`src/rtl/maf_pkg.sv`:
```
package maf_pkg;

  localparam int MAF_NIB_W   = 4;
  localparam int MAF_ADDR_W  = 48;
  localparam int MAF_NIBS    = MAF_ADDR_W / MAF_NIB_W;
  localparam logic [MAF_NIB_W-1:0] MAF_NIB_PRE = 4'h5;
  localparam logic [MAF_NIB_W-1:0] MAF_NIB_SFD = 4'hD;

  typedef enum logic [1:0] {
    CLS_OTHER = 2'd0,
    CLS_OWN   = 2'd1,
    CLS_BCAST = 2'd2,
    CLS_MCAST = 2'd3
  } maf_class_e;

  typedef enum logic [1:0] {
    FS_IDLE  = 2'd0,
    FS_PRE   = 2'd1,
    FS_WIN   = 2'd2,
    FS_DRAIN = 2'd3
  } maf_fstate_e;

endpackage

```
`src/rtl/maf_frame_ctrl.sv`:
```
module maf_frame_ctrl
  import maf_pkg::*;
#(
  parameter int WIN_CYCLES = 35,
  parameter int CNT_W      = $clog2(WIN_CYCLES),
  parameter int IDX_W      = $clog2(MAF_NIBS)
) (
  input  logic                 clk,
  input  logic                 rst_n,
  input  logic                 rx_dv,
  input  logic [MAF_NIB_W-1:0] rxd,
  output logic                 sfd_pulse,
  output logic                 in_win,
  output logic                 win_last,
  output logic                 addr_open,
  output logic                 nib_we,
  output logic [IDX_W-1:0]     nib_idx
);

  localparam logic [CNT_W-1:0] CNT_LAST  = CNT_W'(WIN_CYCLES - 1);
  localparam logic [CNT_W-1:0] CNT_NIBS  = CNT_W'(MAF_NIBS);

  if (WIN_CYCLES < MAF_NIBS) begin : g_bad_win
    $error("WIN_CYCLES must cover the whole destination address");
  end

  maf_fstate_e      state_q, state_d;
  logic [CNT_W-1:0] cnt_q, cnt_d;
  logic             abort;

  assign in_win    = (state_q == FS_WIN);
  assign addr_open = in_win && (cnt_q < CNT_NIBS);
  assign abort     = addr_open && !rx_dv;
  assign win_last  = in_win && !abort && (cnt_q == CNT_LAST);
  assign nib_we    = addr_open && rx_dv;
  assign nib_idx   = cnt_q[IDX_W-1:0];

  always_comb begin
    state_d   = state_q;
    cnt_d     = cnt_q;
    sfd_pulse = 1'b0;
    unique case (state_q)
      FS_IDLE: begin
        if (rx_dv) begin
          state_d = (rxd == MAF_NIB_PRE) ? FS_PRE : FS_DRAIN;
        end
      end
      FS_PRE: begin
        if (!rx_dv) begin
          state_d = FS_IDLE;
        end else if (rxd == MAF_NIB_SFD) begin
          state_d   = FS_WIN;
          cnt_d     = '0;
          sfd_pulse = 1'b1;
        end else if (rxd != MAF_NIB_PRE) begin
          state_d = FS_DRAIN;
        end
      end
      FS_WIN: begin
        if (abort) begin
          state_d = FS_IDLE;
          cnt_d   = '0;
        end else if (cnt_q == CNT_LAST) begin
          state_d = rx_dv ? FS_DRAIN : FS_IDLE;
          cnt_d   = '0;
        end else begin
          cnt_d = cnt_q + 1'b1;
        end
      end
      FS_DRAIN: begin
        if (!rx_dv) begin
          state_d = FS_IDLE;
        end
      end
      default: state_d = FS_IDLE;
    endcase
  end

  always_ff @(posedge clk or negedge rst_n) begin
    if (!rst_n) begin
      state_q <= FS_IDLE;
      cnt_q   <= '0;
    end else begin
      state_q <= state_d;
      cnt_q   <= cnt_d;
    end
  end

endmodule

```
`src/rtl/maf_addr_capture.sv`:
```
module maf_addr_capture
  import maf_pkg::*;
#(
  parameter int IDX_W = $clog2(MAF_NIBS)
) (
  input  logic                  clk,
  input  logic                  rst_n,
  input  logic                  nib_we,
  input  logic [IDX_W-1:0]      nib_idx,
  input  logic [MAF_NIB_W-1:0]  rxd,
  output logic [MAF_ADDR_W-1:0] addr
);

  for (genvar n = 0; n < MAF_NIBS; n++) begin : g_nib
    localparam int OCTET = n / 2;
    localparam int LSB   = MAF_ADDR_W - 8 - 8 * OCTET + MAF_NIB_W * (n % 2);

    logic                 slot_en;
    logic [MAF_NIB_W-1:0] slot_q;

    assign slot_en = nib_we && (nib_idx == IDX_W'(n));

    always_ff @(posedge clk or negedge rst_n) begin
      if (!rst_n) begin
        slot_q <= '0;
      end else if (slot_en) begin
        slot_q <= rxd;
      end
    end

    assign addr[LSB +: MAF_NIB_W] = slot_q;
  end

endmodule

```
`src/rtl/maf_classify.sv`:
```
module maf_classify
  import maf_pkg::*;
(
  input  logic [MAF_ADDR_W-1:0] addr,
  input  logic [MAF_ADDR_W-1:0] station,
  output maf_class_e            cls
);

  logic is_own;
  logic is_bcast;
  logic is_group;

  assign is_own   = (addr == station);
  assign is_bcast = &addr;
  assign is_group = addr[MAF_ADDR_W-8];

  always_comb begin
    if (is_own) begin
      cls = CLS_OWN;
    end else if (is_bcast) begin
      cls = CLS_BCAST;
    end else if (is_group) begin
      cls = CLS_MCAST;
    end else begin
      cls = CLS_OTHER;
    end
  end

endmodule

```
`src/rtl/maf_cam_window.sv`:
```
module maf_cam_window (
  input  logic clk,
  input  logic rst_n,
  input  logic sfd_pulse,
  input  logic in_win,
  input  logic cam_match,
  output logic hit_q,
  output logic hit_seen
);

  logic hit_d;
  logic hit_en;

  assign hit_seen = hit_q || (in_win && cam_match);
  assign hit_en   = sfd_pulse || in_win;
  assign hit_d    = sfd_pulse ? 1'b0 : hit_seen;

  always_ff @(posedge clk or negedge rst_n) begin
    if (!rst_n) begin
      hit_q <= 1'b0;
    end else if (hit_en) begin
      hit_q <= hit_d;
    end
  end

endmodule

```
`src/rtl/maf_rx_filter.sv`:
```
module maf_rx_filter
  import maf_pkg::*;
#(
  parameter int WIN_CYCLES = 35
) (
  input  logic        clk,
  input  logic        rst_n,
  input  logic        rx_dv,
  input  logic [3:0]  rxd,
  input  logic        cam_match,
  input  logic        promisc_cam,
  input  logic [47:0] station_addr,
  output logic        dec_valid,
  output logic        dec_accept,
  output logic [1:0]  dec_class,
  output logic        dec_filter_hit
);

  localparam int CNT_W = $clog2(WIN_CYCLES);
  localparam int IDX_W = $clog2(MAF_NIBS);

  // reset: asserted asynchronously, released on the clock
  logic [1:0] rst_pipe_q;
  logic       rst_sync_n;

  always_ff @(posedge clk or negedge rst_n) begin
    if (!rst_n) begin
      rst_pipe_q <= 2'b00;
    end else begin
      rst_pipe_q <= {rst_pipe_q[0], 1'b1};
    end
  end
  assign rst_sync_n = rst_pipe_q[1];

  logic                  sfd_pulse;
  logic                  in_win;
  logic                  win_last;
  logic                  addr_open;
  logic                  nib_we;
  logic [IDX_W-1:0]      nib_idx;
  logic [MAF_ADDR_W-1:0] addr_q;
  logic                  hit_q;
  logic                  hit_seen;
  maf_class_e            cls_now;

  maf_frame_ctrl #(
    .WIN_CYCLES (WIN_CYCLES),
    .CNT_W      (CNT_W),
    .IDX_W      (IDX_W)
  ) u_ctrl (
    .clk       (clk),
    .rst_n     (rst_sync_n),
    .rx_dv     (rx_dv),
    .rxd       (rxd),
    .sfd_pulse (sfd_pulse),
    .in_win    (in_win),
    .win_last  (win_last),
    .addr_open (addr_open),
    .nib_we    (nib_we),
    .nib_idx   (nib_idx)
  );

  maf_addr_capture #(
    .IDX_W (IDX_W)
  ) u_addr (
    .clk     (clk),
    .rst_n   (rst_sync_n),
    .nib_we  (nib_we),
    .nib_idx (nib_idx),
    .rxd     (rxd),
    .addr    (addr_q)
  );

  maf_cam_window u_cam (
    .clk       (clk),
    .rst_n     (rst_sync_n),
    .sfd_pulse (sfd_pulse),
    .in_win    (in_win),
    .cam_match (cam_match),
    .hit_q     (hit_q),
    .hit_seen  (hit_seen)
  );

  // per-frame copies of the configuration, frozen at the delimiter
  logic                  mode_q;
  logic [MAF_ADDR_W-1:0] stn_q;

  always_ff @(posedge clk or negedge rst_n) begin
    if (!rst_n) begin
      mode_q <= 1'b0;
      stn_q  <= '0;
    end else if (sfd_pulse) begin
      mode_q <= promisc_cam;
      stn_q  <= station_addr;
    end
  end

  maf_classify u_cls (
    .addr    (addr_q),
    .station (stn_q),
    .cls     (cls_now)
  );

  // verdict
  logic       accept_d;
  logic       valid_q;
  logic       accept_q;
  logic       fhit_q;
  maf_class_e class_q;

  always_comb begin
    if (mode_q) begin
      accept_d = !hit_seen;
    end else if (hit_seen) begin
      accept_d = (cls_now == CLS_OTHER);
    end else begin
      accept_d = (cls_now != CLS_OTHER);
    end
  end

  always_ff @(posedge clk or negedge rst_n) begin
    if (!rst_n) begin
      valid_q <= 1'b0;
    end else begin
      valid_q <= win_last;
    end
  end

  always_ff @(posedge clk or negedge rst_n) begin
    if (!rst_n) begin
      accept_q <= 1'b0;
      fhit_q   <= 1'b0;
      class_q  <= CLS_OTHER;
    end else if (win_last) begin
      accept_q <= accept_d;
      fhit_q   <= hit_seen;
      class_q  <= cls_now;
    end
  end

  assign dec_valid      = valid_q;
  assign dec_accept     = accept_q;
  assign dec_class      = class_q;
  assign dec_filter_hit = fhit_q;

endmodule

```
`config.mk`:
```
export PLATFORM = sky130hd
export DESIGN_NAME = maf_rx_filter
export DESIGN_NICKNAME = d
export VERILOG_FILES = /design/src/rtl/maf_pkg.sv /design/src/rtl/maf_frame_ctrl.sv /design/src/rtl/maf_addr_capture.sv /design/src/rtl/maf_classify.sv /design/src/rtl/maf_cam_window.sv /design/src/rtl/maf_rx_filter.sv
export SDC_FILE = /design/constraint.sdc
export NUM_CORES = 1
export LEC_CHECK = 0
export ABC_AREA = 1
export BUFFER_PORTS_ARGS = -buffer_cell sky130_fd_sc_hd__buf_2
export CORE_ASPECT_RATIO = 0.9
export CORE_MARGIN = 2
export CORE_UTILIZATION = 39
export CTS_BUF_LIST = sky130_fd_sc_hd__clkbuf_2
export DETAILED_ROUTE_END_ITERATION = 10
export HOLD_SLACK_MARGIN = 0.12
export PLACE_DENSITY = 0.57
export SLEW_MARGIN = 20
export SYNTH_ARGS = -nofsm -noshare
export SYNTH_HDL_FRONTEND = slang
export SYNTH_SLANG_ARGS = --single-unit
```
`constraint.sdc`:
```
create_clock -name clk -period 4.3 [get_ports clk]
set_input_delay 0.215 -clock clk [delete_from_list [all_inputs] [get_ports clk]]
set_output_delay 0.215 -clock clk [all_outputs]
set_load 0.02 [all_outputs]
```
==> flow_summary.html <==
<table>
<tr><th>Metric</th><th>Value</th></tr>
<tr><th colspan="2">Timing</th></tr>
<tr><td>Transition time at the pin with the least slew margin</td><td>1.12 ns</td></tr>
<tr><td>Timing-limited maximum frequency</td><td>0.403 GHz</td></tr>
<tr><td>Headroom to the max-slew limit</td><td>24.9%</td></tr>
<tr><td>Hold Fails Final Rpt</td><td>0</td></tr>
<tr><td>Final cycle utilization of the critical path</td><td>57.7%</td></tr>
<tr><td>Final Setup Violations</td><td>0</td></tr>
<tr><td>Final TNS setup</td><td>0 ns</td></tr>
<tr><td>Worst clock skew on the final layout</td><td>0.0309 ns</td></tr>
<tr><td>RSZ-0062 raised after global routing</td><td>false</td></tr>
<tr><td>Max Transition Viols Final</td><td>0</td></tr>
<tr><td>Shortest period the worst path allows</td><td>~2.5 ns</td></tr>
<tr><th colspan="2">Clock network</th></tr>
<tr><td>CTS root buf</td><td>sky130_fd_sc_hd__clkbuf_2</td></tr>
<tr><td>H-tree lvl count</td><td>4</td></tr>
<tr><td>Num CTS Buffers</td><td>17</td></tr>
<tr><td>TritonCTS clock tree</td><td>yes</td></tr>
<tr><td>Clock transition at the register clock pins on the worst setup and hold paths after CTS</td><td>0.17 ns</td></tr>
<tr><td>Clock latency on the worst-skew pair</td><td>0.67 ns</td></tr>
<tr><td>Post-cts sizing count</td><td>0</td></tr>
<tr><td>Number of clock sinks seen by CTS</td><td>around 110</td></tr>
<tr><td>Maximum buffer depth of the clock tree</td><td>2</td></tr>
<tr><th colspan="2">Placement</th></tr>
<tr><td>Number of port buffers</td><td>just over 60</td></tr>
<tr><td>Detailed placer's ending HPWL</td><td>9.18 mm</td></tr>
<tr><td>Post-placement cell count</td><td>862</td></tr>
<tr><td>Final GP Congestion</td><td>between 0.8 and 0.9</td></tr>
<tr><th colspan="2">Route</th></tr>
<tr><td>Total Routed Length</td><td>13.5 mm</td></tr>
<tr><td>Number of nets still failing antenna checks after routing</td><td>0</td></tr>
<tr><td>DRC Markers</td><td>0</td></tr>
<tr><td>Initial DRC count</td><td>between 200 and 300</td></tr>
<tr><td>Average vias per placed instance</td><td>4.69</td></tr>
<tr><td>Routed wire per std cell</td><td>13.8 µm</td></tr>
<tr><td>Pre-Repair DR Iteration Count</td><td>6</td></tr>
<tr><td>Total via count in the routed design</td><td>4,572</td></tr>
<tr><th colspan="2">Critical path</th></tr>
<tr><td>Maximum fanout along the worst path</td><td>33</td></tr>
<tr><td>Critical path endpoint category</td><td>flip-flop</td></tr>
<tr><td>Data required, critical path</td><td>4.86 ns</td></tr>
<tr><td>Worst endpoint data arrival time</td><td>between 3 and 4 ns</td></tr>
<tr><td>Crit path kind</td><td>input pin to flip-flop</td></tr>
<tr><td>Category of the worst setup path launch point</td><td>input pin</td></tr>
<tr><td>Flop2flop setup slack</td><td>1.85 ns</td></tr>
<tr><th colspan="2">Finish</th></tr>
<tr><td>Number of nets in the final layout</td><td>855</td></tr>
<tr><td>Final core occ</td><td>roughly half</td></tr>
<tr><td>Fraction of final layout cells with drive strength greater than 1</td><td>14.9%</td></tr>
<tr><td>Most frequent cells in the layout</td><td>sky130_fd_sc_hd__nand2_1, sky130_fd_sc_hd__dfrtp_1, sky130_fd_sc_hd__dlygate4sd3_1, sky130_fd_sc_hd__buf_2, sky130_fd_sc_hd__inv_1</td></tr>
<tr><td>Footprint of the multi-input gates</td><td>2310 µm²</td></tr>
<tr><td>Most frequent standard cell in the layout excluding fill and tap cells</td><td>sky130_fd_sc_hd__nand2_1</td></tr>
<tr><td>Antenna cells</td><td>0</td></tr>
<tr><td>Register Area</td><td>approximately 2800 µm²</td></tr>
<tr><td>Post-route insts no fill</td><td>975</td></tr>
<tr><td>Filler cell count</td><td>1,280</td></tr>
<tr><td>Synth-to-Final Area Change</td><td>27.5%</td></tr>
<tr><th colspan="2">Synth</th></tr>
<tr><td>Leading post-synthesis cells by cell area</td><td>sky130_fd_sc_hd__dfrtp_1, sky130_fd_sc_hd__nand2_1, sky130_fd_sc_hd__xnor2_1, sky130_fd_sc_hd__inv_1, sky130_fd_sc_hd__o21ai_1</td></tr>
<tr><td>Most area-hungry cell type in the Yosys netlist</td><td>sky130_fd_sc_hd__dfrtp_1</td></tr>
<tr><td>Number of standard cells after synthesis</td><td>between 600 and 700</td></tr>
<tr><td>Post-synthesis sequential area ratio</td><td>51.8%</td></tr>
<tr><td>Post-Syn Nets</td><td>just over 700</td></tr>
<tr><td>Seq cells post-synth</td><td>approximately 110</td></tr>
<tr><td>Yosys top cell area share</td><td>51.8%</td></tr>
<tr><td>Avg Cell Area, Syn</td><td>8.46 µm²</td></tr>
<tr><td>Count of synthesis-stage warnings from yosys</td><td>0</td></tr>
<tr><td>Distinct cell type count after synthesis</td><td>31</td></tr>
<tr><td>Cell area after synthesis</td><td>5460 µm²</td></tr>
<tr><th colspan="2">Floorplanning</th></tr>
<tr><td>DIE WIDTH</td><td>129 µm</td></tr>
<tr><td>CORE AREA</td><td>around 14,000 µm²</td></tr>
<tr><td>Starting density of the core</td><td>40.4%</td></tr>
<tr><td>Placement Rows</td><td>40</td></tr>
<tr><td>IO Pins</td><td>62</td></tr>
<tr><td>Area of the die</td><td>approximately 15,000 µm²</td></tr>
<tr><td>Die Y</td><td>116 µm</td></tr>
<tr><th colspan="2">Job</th></tr>
<tr><td>Max-cap viol count</td><td>0</td></tr>
<tr><th colspan="2">Global routing</th></tr>
<tr><td>Remaining global-route overflow</td><td>0</td></tr>
<tr><td>Maximum number of pins on one net before global-route repair</td><td>58</td></tr>
<tr><td>Antenna violations before repair</td><td>0</td></tr>
<tr><td>Number of global-route vias before repair</td><td>between 4,000 and 5,000</td></tr>
<tr><td>GRT Resource Usage Total</td><td>between 10% and 20%</td></tr>
<tr><td>Global-route wire length before repair</td><td>21.9 mm</td></tr>
<tr><th colspan="2">Power</th></tr>
<tr><td>Peak supply drop</td><td>0.177 mV</td></tr>
<tr><td>Power Dens Cells</td><td>554 nW/µm²</td></tr>
<tr><td>Total design power</td><td>3.85 mW</td></tr>
<tr><td>Leakage dissipation</td><td>3.32 nW</td></tr>
<tr><th colspan="2">Run status</th></tr>
<tr><td>Run status</td><td>finished clean</td></tr>
<tr><th colspan="2">Hold path</th></tr>
<tr><td>Worst min path class</td><td>input pin to async pin</td></tr>
</table>
cells in the mapped netlist (all sizes together):
cell / instances
a21oi: 6
a31oi: 1
buf: 7
clkbuf: 8
clkinv: 1
conb: 1
dfrtp: 113
ha: 4
inv: 61
nand2: 256
nand3: 21
nand4: 16
nor2: 36
nor3: 6
nor3b: 3
nor4: 1
o21ai: 70
o22ai: 1
xnor2: 32
xor2: 1
logic make-up after synthesis:
logic type	after synthesis	synth area share (%)
AO/OA/AOI/OAI	78	7.20
flip-flops	113	51.8
adder cells (fa/ha/maj)	4	0.917
AND/OR/NAND/NOR	339	28.8
XOR/XNOR	33	5.30
other	1	0.0687
buffers and inverters	77	5.87
power by group:
| part | internal [mW] | switching (mW) | leakage (nW) | total [mW] |
|---|---|---|---|---|
| Combinational | 0.565 | 0.770 | 1.71 | 1.34 |
| Sequential | 1.44 | 0.353 | 1.46 | 1.79 |
| Clock | 0.330 | 0.394 | 0.152 | 0.724 |
| Total | 2.33 | 1.52 | 3.32 | 3.85 |
layout make-up:
cell class / count / share of cell area, %
Timing Repair Buffer: 145 / 16.4
Clock inverter: 9 / 1.66
Clock buffer: 23 / 1.66
Multi-Input combinational cell: 455 / 33.2
Sequential cell: 113 / 40.7
Inverter: 62 / 3.42
Tap cell: 168 / 3.02
metrics by stage:
step,area [µm²],worst slack (ns),hold slack (ns)
floorplan,5460,2.54,-0.0806
global placement,5910,1.83,0.337
detailed placement,5910,1.71,0.346
CTS,6950,1.88,0.187
global route,6950,1.61,0.199
finish,6950,1.82,0.195
worst paths after layout:
path,from,end,depth (start not counted)
worst max-delay path,rxd[1],stn_q[34],8
worst min-delay path,rst_n,stn_q[20],3
worst max register to register,u_ctrl.state_q[0],stn_q[34],7
worst min register to register,rst_pipe_q[0],rst_pipe_q[1],0
max in group asynchronous,rst_pipe_q[1],u_addr.g_nib[9].slot_q[3],1
min in group clk,station_addr[29],stn_q[29],4
per-layer routing:
metal	share of wire [%]	track usage (%)	vias to the layer above
met2	48	31.7	62
met5	0	0	-
li1	-	-	2342
met4	0.73	4.78	0
met3	2.8	4.72	8
met1	49	25.3	2160
flip-flops by register name (all words and copies together) (netlist names):
register             count
u_addr.g_nib.slot_q     48
dec_accept               1
mode_q                   1
rst_pipe_q               2
u_cam.hit_q              1
u_ctrl.cnt_q             6
dec_valid                1
stn_q                   48
u_ctrl.state_q           2
dec_class                2
dec_filter_hit           1
worst max-delay path, stage by stage:
cell and delay, ns:
sky130_fd_sc_hd__dlygate4sd3_1 0.54, sky130_fd_sc_hd__buf_2 0.14, sky130_fd_sc_hd__inv_1 0.30, sky130_fd_sc_hd__nand4_1 0.24, sky130_fd_sc_hd__nor2_4 0.54, sky130_fd_sc_hd__inv_1 0.69
sky130_fd_sc_hd__nand2_1 0.27, sky130_fd_sc_hd__nand2_1 0.09
timing repair:
| action | CTS | global route |
|---|---|---|
| endpoints found under the hold margin | 154 | 0 |
| hold buffers | 81 | 0 |
| endpoints found under the setup margin | 0 | 0 |
| buffers inserted | 0 | 0 |
(Power assumes the default switching activity.)
